<file path="src/rtl/id_crc8_pkg.sv">
package id_crc8_pkg;

    localparam int ID_BITS  = 64;
    localparam int CRC_W    = 8;
    localparam logic [CRC_W-1:0] FEEDBACK = 8'h8C;

    typedef enum logic [1:0] {
        PH_BODY  = 2'd0,
        PH_CHECK = 2'd1,
        PH_FULL  = 2'd2
    } phase_e;

    typedef struct packed {
        logic accept;
        logic last;
        logic din;
        phase_e phase;
    } bit_evt_t;

    function automatic logic [CRC_W-1:0] crc_step(
        input logic [CRC_W-1:0] cur,
        input logic             din,
        input logic [CRC_W-1:0] fb
    );
        logic [CRC_W-1:0] shifted;
        shifted = cur >> 1;
        return (cur[0] ^ din) ? (shifted ^ fb) : shifted;
    endfunction

endpackage

</file>
<file path="src/rtl/id_check_compare.sv">
module id_check_compare
    import id_crc8_pkg::*;
#(
    parameter int W = CRC_W
) (
    input  logic         clk,
    input  logic         rst,
    input  logic         start_i,
    input  bit_evt_t     evt_i,
    input  logic [W-1:0] crc_i,
    output logic         done_o,
    output logic         match_o
);
    logic [W-1:0] rx_q;
    logic [W-1:0] rx_full;

    assign rx_full = {evt_i.din, rx_q[W-1:1]};

    always_ff @(posedge clk) begin
        if (rst || start_i) begin
            rx_q    <= '0;
            done_o  <= 1'b0;
            match_o <= 1'b0;
        end else begin
            done_o <= evt_i.last;
            if (evt_i.accept && evt_i.phase == PH_CHECK) rx_q <= rx_full;
            if (evt_i.last) match_o <= (rx_full == crc_i);
        end
    end


    done_single_chk: assert property (@(posedge clk) disable iff (rst)
        done_o |=> !done_o);


    match_rise_chk: assert property (@(posedge clk) disable iff (rst)
        $rose(match_o) |-> done_o);


    start_clear_chk: assert property (@(posedge clk) disable iff (rst)
        start_i |=> (!done_o && !match_o));

endmodule

</file>
<file path="config.mk">
export PLATFORM = sky130hd
export DESIGN_NAME = id_check_compare
export DESIGN_NICKNAME = d
export VERILOG_FILES = /design/src/rtl/id_crc8_pkg.sv /design/src/rtl/id_check_compare.sv
export SDC_FILE = /design/constraint.sdc
export NUM_CORES = 1
export LEC_CHECK = 0
export CAP_MARGIN = 10
export CORE_MARGIN = 2
export CORE_UTILIZATION = 31
export CTS_CLUSTER_SIZE = 40
export DETAILED_ROUTE_END_ITERATION = 6
export HOLD_SLACK_MARGIN = 0.03
export REMOVE_ABC_BUFFERS = 1
export SLEW_MARGIN = 10
export SYNTH_ARGS = -nofsm -noshare
export SYNTH_HDL_FRONTEND = slang
export SYNTH_SLANG_ARGS = --single-unit
</file>
<file path="constraint.sdc">
create_clock -name clk -period 2 [get_ports clk]
set_clock_uncertainty 0.2 [all_clocks]
set_input_delay 0.2 -clock clk [delete_from_list [all_inputs] [get_ports clk]]
set_output_delay 0.2 -clock clk [all_outputs]
set_load 0.02 [all_outputs]
</file>
==> metrics.md, run 1 <==
| Metric | Value |
|---|---|
| Die width | 41.3 um |
| Largest family of logic cells by synthesized area | simple AND/OR/NAND/NOR gates |
| Critical Path Source Type | flip-flop |
| H-Tree Level Count | 1 |
| Vias | 329 |
| Worst-Margin Slew | 0.431 ns |
| Most area-hungry cell type in the Yosys netlist | dfxtp_1 |
| Worst-Skew Late Latency | 0.25 ns |
| IO Pins | 18 |
| Vias in the first global route | 311 |
| Final Cycle Share | 0.793 |
| Synth Register Bits | 9 |
| Register area share after synthesis | 0.419 |
| Num rows | 13 |
| Fmax | 0.630 GHz |
| Nets | 78 |
| Most common cell after layout, fill and taps aside | clkdlybuf4s50_1 |
| Largest net degree at the start of global routing | 8 |
| Area grow syn2layout | 46.2% |
| Core area | 1300 sq um |
| CTS Hold Buffers Added | 0 |
| Fillers | 123 |
| Initial DRC count | 1 |
| Synthesized instance count | 42 |
| Slowest stage delay, CP | 0.60 ns |
| Total area of sequential cells | 180 sq um |
| Drt pass-1 iters | 2 |
| Crit Path Class | flip-flop to output port |
| Post-CTS resize count | 0 |
| Multiplexer area fraction after synthesis | 0.163 |
| Final wirelength | 726 um |
| Clock slew at reported path FFs | 0.06 ns |
| Yosys warns | 0 |
| Clock Path Buffers | 2 |
| Worst path cell trace | clkdlybuf4s50_1 |
| Residual DRC count | 0 |
| Worst-path cell with the longest stage delay | clkdlybuf4s50_1 |
| Arrival @ worst endpoint | 1.19 ns |
| RSZ-0062 raised after global routing | no |
| Power Dens Cells | 591 nW/um^2 |
| Min cycle time layout | 1.59 ns |
| Max-cap violation count | 0 |
| Slew Limit Headroom | 0.712 |
| Initial antenna violation count | 0 |
| Height of the die | 41.3 um |
| CP max FO | 2 |
| Die ar. | 1700 sq um |
| Buffers on Ports | 17 |
| CP Data Required Time | 1.60 ns |
| XOR/XNOR Fraction of Synth Area | 0.163 |
| P_leak | 0.248 nW |
| Final setup vio count | 0 |
| Post-route ant nets | 0 |
| Ant diodes | 0 |
| Peak supply drop | 0.000458 V |
| Multi-input logic area | 234 sq um |
| Post-CTS setup buffers | 0 |
| Most frequent cells in the layout | clkdlybuf4s50_1, dfxtp_1, xnor2_1, mux2i_1, nor2_1 |
| WL per Instance | 9.55 um |
| Synth cell types | 13 |
| PnR worst setup slack | 0.413 ns |
| Ranking of synthesized cells by area | dfxtp_1, mux2i_1, xnor2_1 |
| Fin util | 0.484 |
| Overflow after GRT | 0 |
| Fin. Hold Viols | 0 |
| Vias per std cell | 4.33 |
| Root Buffer | clkbuf_4 |
| Worst path top cell family by delay | buffers and inverters |
| CP endpoint kind | output port |
| Post-Synthesis Cell Area | 430 sq um |
| Max Slew Vio Count | 0 |
| Layout cells sized above 1 | 0.0820 |
| Yosys top cell area share | 0.419 |
| CTS tree | done |
| Post-Synth Simple-Gate Area | 0.189 |
| First-pass GRT wire length | 1.19 mm |
| Sink Count | 9 |
| Pre-CTS setup slack | 0.375 ns |
| Status | finished, final reports clean |
| Post-Synth Adder-Cell Area | 0 |
| Total global-route track usage | 0.116 |
| CP bufs+invs | 1 |
| RePlAce Congestion | 0.673 |
| Mean Syn Cell Area | 10.2 sq um |
| Starting Density | 0.331 |
| Worst min-delay path category | flip-flop to flip-flop |
| Setup TNS | 0 ns |
| Num CTS Buffers | 3 |
| Post-synthesis compound-gate area fraction | 0.0291 |
[cell families (layout without fill, tap and decap cells)]
group / after synthesis / after routing
simple gates: 15 / 15
flops: 9 / 9
xor+xnor: 8 / 8
mux: 7 / 7
buf+inv: 2 / 21
compound gates: 1 / 1
[flip-flops by register name, indices dropped and copies added, names as in the netlist]
name	count
done_o	1
rx_q	7
match_o	1
[power breakdown]
part,switching [mW],internal (mW)
Sequential,0.000430,0.180
Combinational,0.0174,0.0384
Clock,0.0587,0.0766
Total,0.0766,0.295
[metal layers]
layer / part of all wire / track usage / routed length, um / up-vias
li1: - / - / - / 177
met1: 0.44 / 0.119 / 321 / 137
met2: 0.46 / 0.176 / 333 / 13
met3: 0.087 / 0.0870 / 63 / 2
met4: 0.011 / 0.0484 / 8 / 0
met5: 0 / 0 / 0 / -
[final timing paths]
path	from	end	slack (ns)	depth (start not counted)
worst max-delay path	match_o	match_o	0.41	1
worst min-delay path	match_o	match_o	0.31	2
worst max register to register	rx_q[3]	match_o	0.89	3
worst min register to register	match_o	match_o	0.31	2
[synthesized netlist by cell type]
cell,count
nand3_1,2
nor2_1,7
mux2i_1,7
nand4_1,1
dfxtp_1,9
nand3b_1,2
xnor2_1,8
nor2_4,1
clkbuf_2,1
or2_0,1
buf_6,1
o31ai_2,1
and2_1,1
[layout make-up]
cell class	count	area share
timing repair buffer	17	0.270
tap	15	0.0298
sequential	9	0.286
multi-input combinational	31	0.372
clock buffer	4	0.0417
[tightest hold or removal path, delay by kind of cell (launching register included)]
kind,cells,cell delay [ns]
flip-flops,1,0.31
AND/OR/NAND/NOR,1,0.09
AO/OA/AOI/OAI,1,0.06
[metrics by stage]
stage	cell area [sq um]	power [mW]	cells	hold WS, ns
final	629	0.372	76	0.305
after global placement	603	0.241	72	0.297
after floorplan	414	0.205	40	0.122
after detailed placement	603	0.241	72	0.297
after global routing	629	0.395	76	0.336
after CTS	629	0.378	76	0.308
Power figures use the tool's default switching activity.
==> inputs of run 2 (changes only) <==
==> constraint.sdc (replaced) <==
create_clock -name clk -period 1.6 [get_ports clk]
set_clock_uncertainty 0.2 [all_clocks]
set_input_delay 0.16 -clock clk [delete_from_list [all_inputs] [get_ports clk]]
set_output_delay 0.16 -clock clk [all_outputs]
set_load 0.02 [all_outputs]
==> metrics.md, run 2 (synthesis gave the netlist of run 1 again) <==
| Metric | Value |
|---|---|
| Sw frac | 0.202 |
| Setup TNS | 0 ns |
| P_leak | 0.263 nW |
| Crit path from | match_o |
| CP max FO | 2 |
| Final setup vio count | 0 |
| H-Tree Level Count | 1 |
| Total global-route track usage | 0.128 |
| CP Data Required Time | 1.24 ns |
| Total area of sequential cells | 180 sq um |
| Core area | 1300 sq um |
| Worst path top cell family by delay | buffers and inverters |
| Worst-Margin Slew | 0.207 ns |
| Worst path cell trace | clkdlybuf4s50_1 |
| Reg-to-Reg Start | rx_q[7] |
| Crit Path Class | flip-flop to output port |
| Residual DRC count | 0 |
| Worst min-delay path category | flip-flop to flip-flop |
| Most common cell after layout, fill and taps aside | clkdlybuf4s50_1 |
| Clock share of power | 0.355 |
| Buffers on Ports | 17 |
| Min-delay src | match_o |
| Starting Density | 0.331 |
| Arrival @ worst endpoint | 1.18 ns |
| Ant diodes | 0 |
| Max-cap violation count | 0 |
| P_sw | 0.0947 mW |
| Num CTS Buffers | 3 |
| Clock Path Buffers | 2 |
| Initial antenna violation count | 0 |
| Comb power frac | 0.162 |
| Max Slew Vio Count | 0 |
| Nets | 80 |
| CP endpoint kind | output port |
| Vias per std cell | 4.36 |
| Pre-CTS setup slack | 0.144 ns |
| Final wirelength | 778 um |
| HPWL after detailed placement | 636 um |
| Layout cells sized above 1 | 0.111 |
| Status | finished, final reports clean |
| Power Dens Cells | 714 nW/um^2 |
| RSZ-0062 raised after global routing | no |
| Height of the die | 41.3 um |
| Critical Path Source Type | flip-flop |
| Fmax | 0.650 GHz |
| Root Buffer | clkbuf_4 |
| Max reg flops | 7 |
| Final Cycle Share | 0.962 |
| Worst-path cell with the longest stage delay | clkdlybuf4s50_1 |
| Min cycle time layout | 1.54 ns |
| Post-CTS resize count | 0 |
| IO Pins | 18 |
| Largest Register | rx_q |
| Slew Limit Headroom | 0.862 |
| Largest net degree at the start of global routing | 8 |
| CP bufs+invs | 1 |
| PnR worst setup slack | 0.0610 ns |
| Tot Pwr | 0.469 mW |
| Slowest stage delay, CP | 0.60 ns |
| Clock slew at reported path FFs | 0.06 ns |
| Area grow syn2layout | 52.6% |
| Post-route ant nets | 0 |
| Vias in the first global route | 334 |
| Reg power frac | 0.482 |
| Placed Area | 631 sq um |
| CTS tree | done |
| Overflow after GRT | 0 |
| Drt pass-1 iters | 2 |
| Post-CTS setup buffers | 0 |
| First-pass GRT wire length | 1.34 mm |
| Vias | 340 |
| Worst-Skew Late Latency | 0.25 ns |
| Num rows | 13 |
| Final Cell Area | 657 sq um |
| Top Registers | rx_q x7, done_o x1, match_o x1 |
| WL per Instance | 9.97 um |
| Internal Power | 0.374 mW |
| Fin. Hold Viols | 0 |
| Peak supply drop | 0.000373 V |
| Fillers | 135 |
| Initial DRC count | 6 |
| Die width | 41.3 um |
| CTS Hold Buffers Added | 0 |
| Die ar. | 1700 sq um |
| Sink Count | 9 |
| RePlAce Congestion | 0.673 |
| Most frequent cells in the layout | clkdlybuf4s50_1, dfxtp_1, xnor2_1, mux2i_1, nor2_1 |
| Multi-input logic area | 234 sq um |
==> run 2: area by class of cell <==
type	count	share of cell area
tap	15	0.0286
sequential	9	0.274
timing repair buffer	19	0.301
clock buffer	4	0.0400
multi-input combinational	31	0.356
==> run 2: power groups by stage <==
stage	Combinational (mW)	Clock, mW	Sequential, mW
finish	0.0762	0.166	0.226
global route	0.0817	0.196	0.226
detailed placement	0.0768	0	0.231
floorplan	0.0238	0	0.232
global placement	0.0766	0	0.231
CTS	0.0770	0.177	0.226
==> run 2: path summary, 6_finish.rpt <==
| path | cells past startpoint | end | slack (ns) |
|---|---|---|---|
| max | 1 | match_o | 0.06 |
| min | 2 | match_o | 0.30 |
| max reg2reg | 3 | match_o | 0.48 |
| min reg2reg | 2 | match_o | 0.30 |
==> run 2: stage by stage <==
stage | util | hold WS [ns] | instances
final | 0.505 | 0.303 | 78
after global routing | 0.505 | 0.330 | 78
after detailed placement | 0.485 | 0.297 | 74
after CTS | 0.505 | 0.308 | 78
after global placement | 0.485 | 0.300 | 74
after floorplan | - | 0.0817 | 40
==> run 2: per-layer routing <==
layer  vias to the layer above  GRT usage  part of all wire
li1                        181          -                 -
met1                       150      0.136              0.43
met2                         9      0.211              0.50
met3                         0     0.0870             0.069
met4                         0     0.0242                 0
met5                         -          0                 0
==> run 2: worst register-to-register path, cell delays in order (launching register included) <==
cell	delay [ns]
dfxtp_1	0.33
xnor2_1	0.19
nand3_1	0.11
o31ai_2	0.21
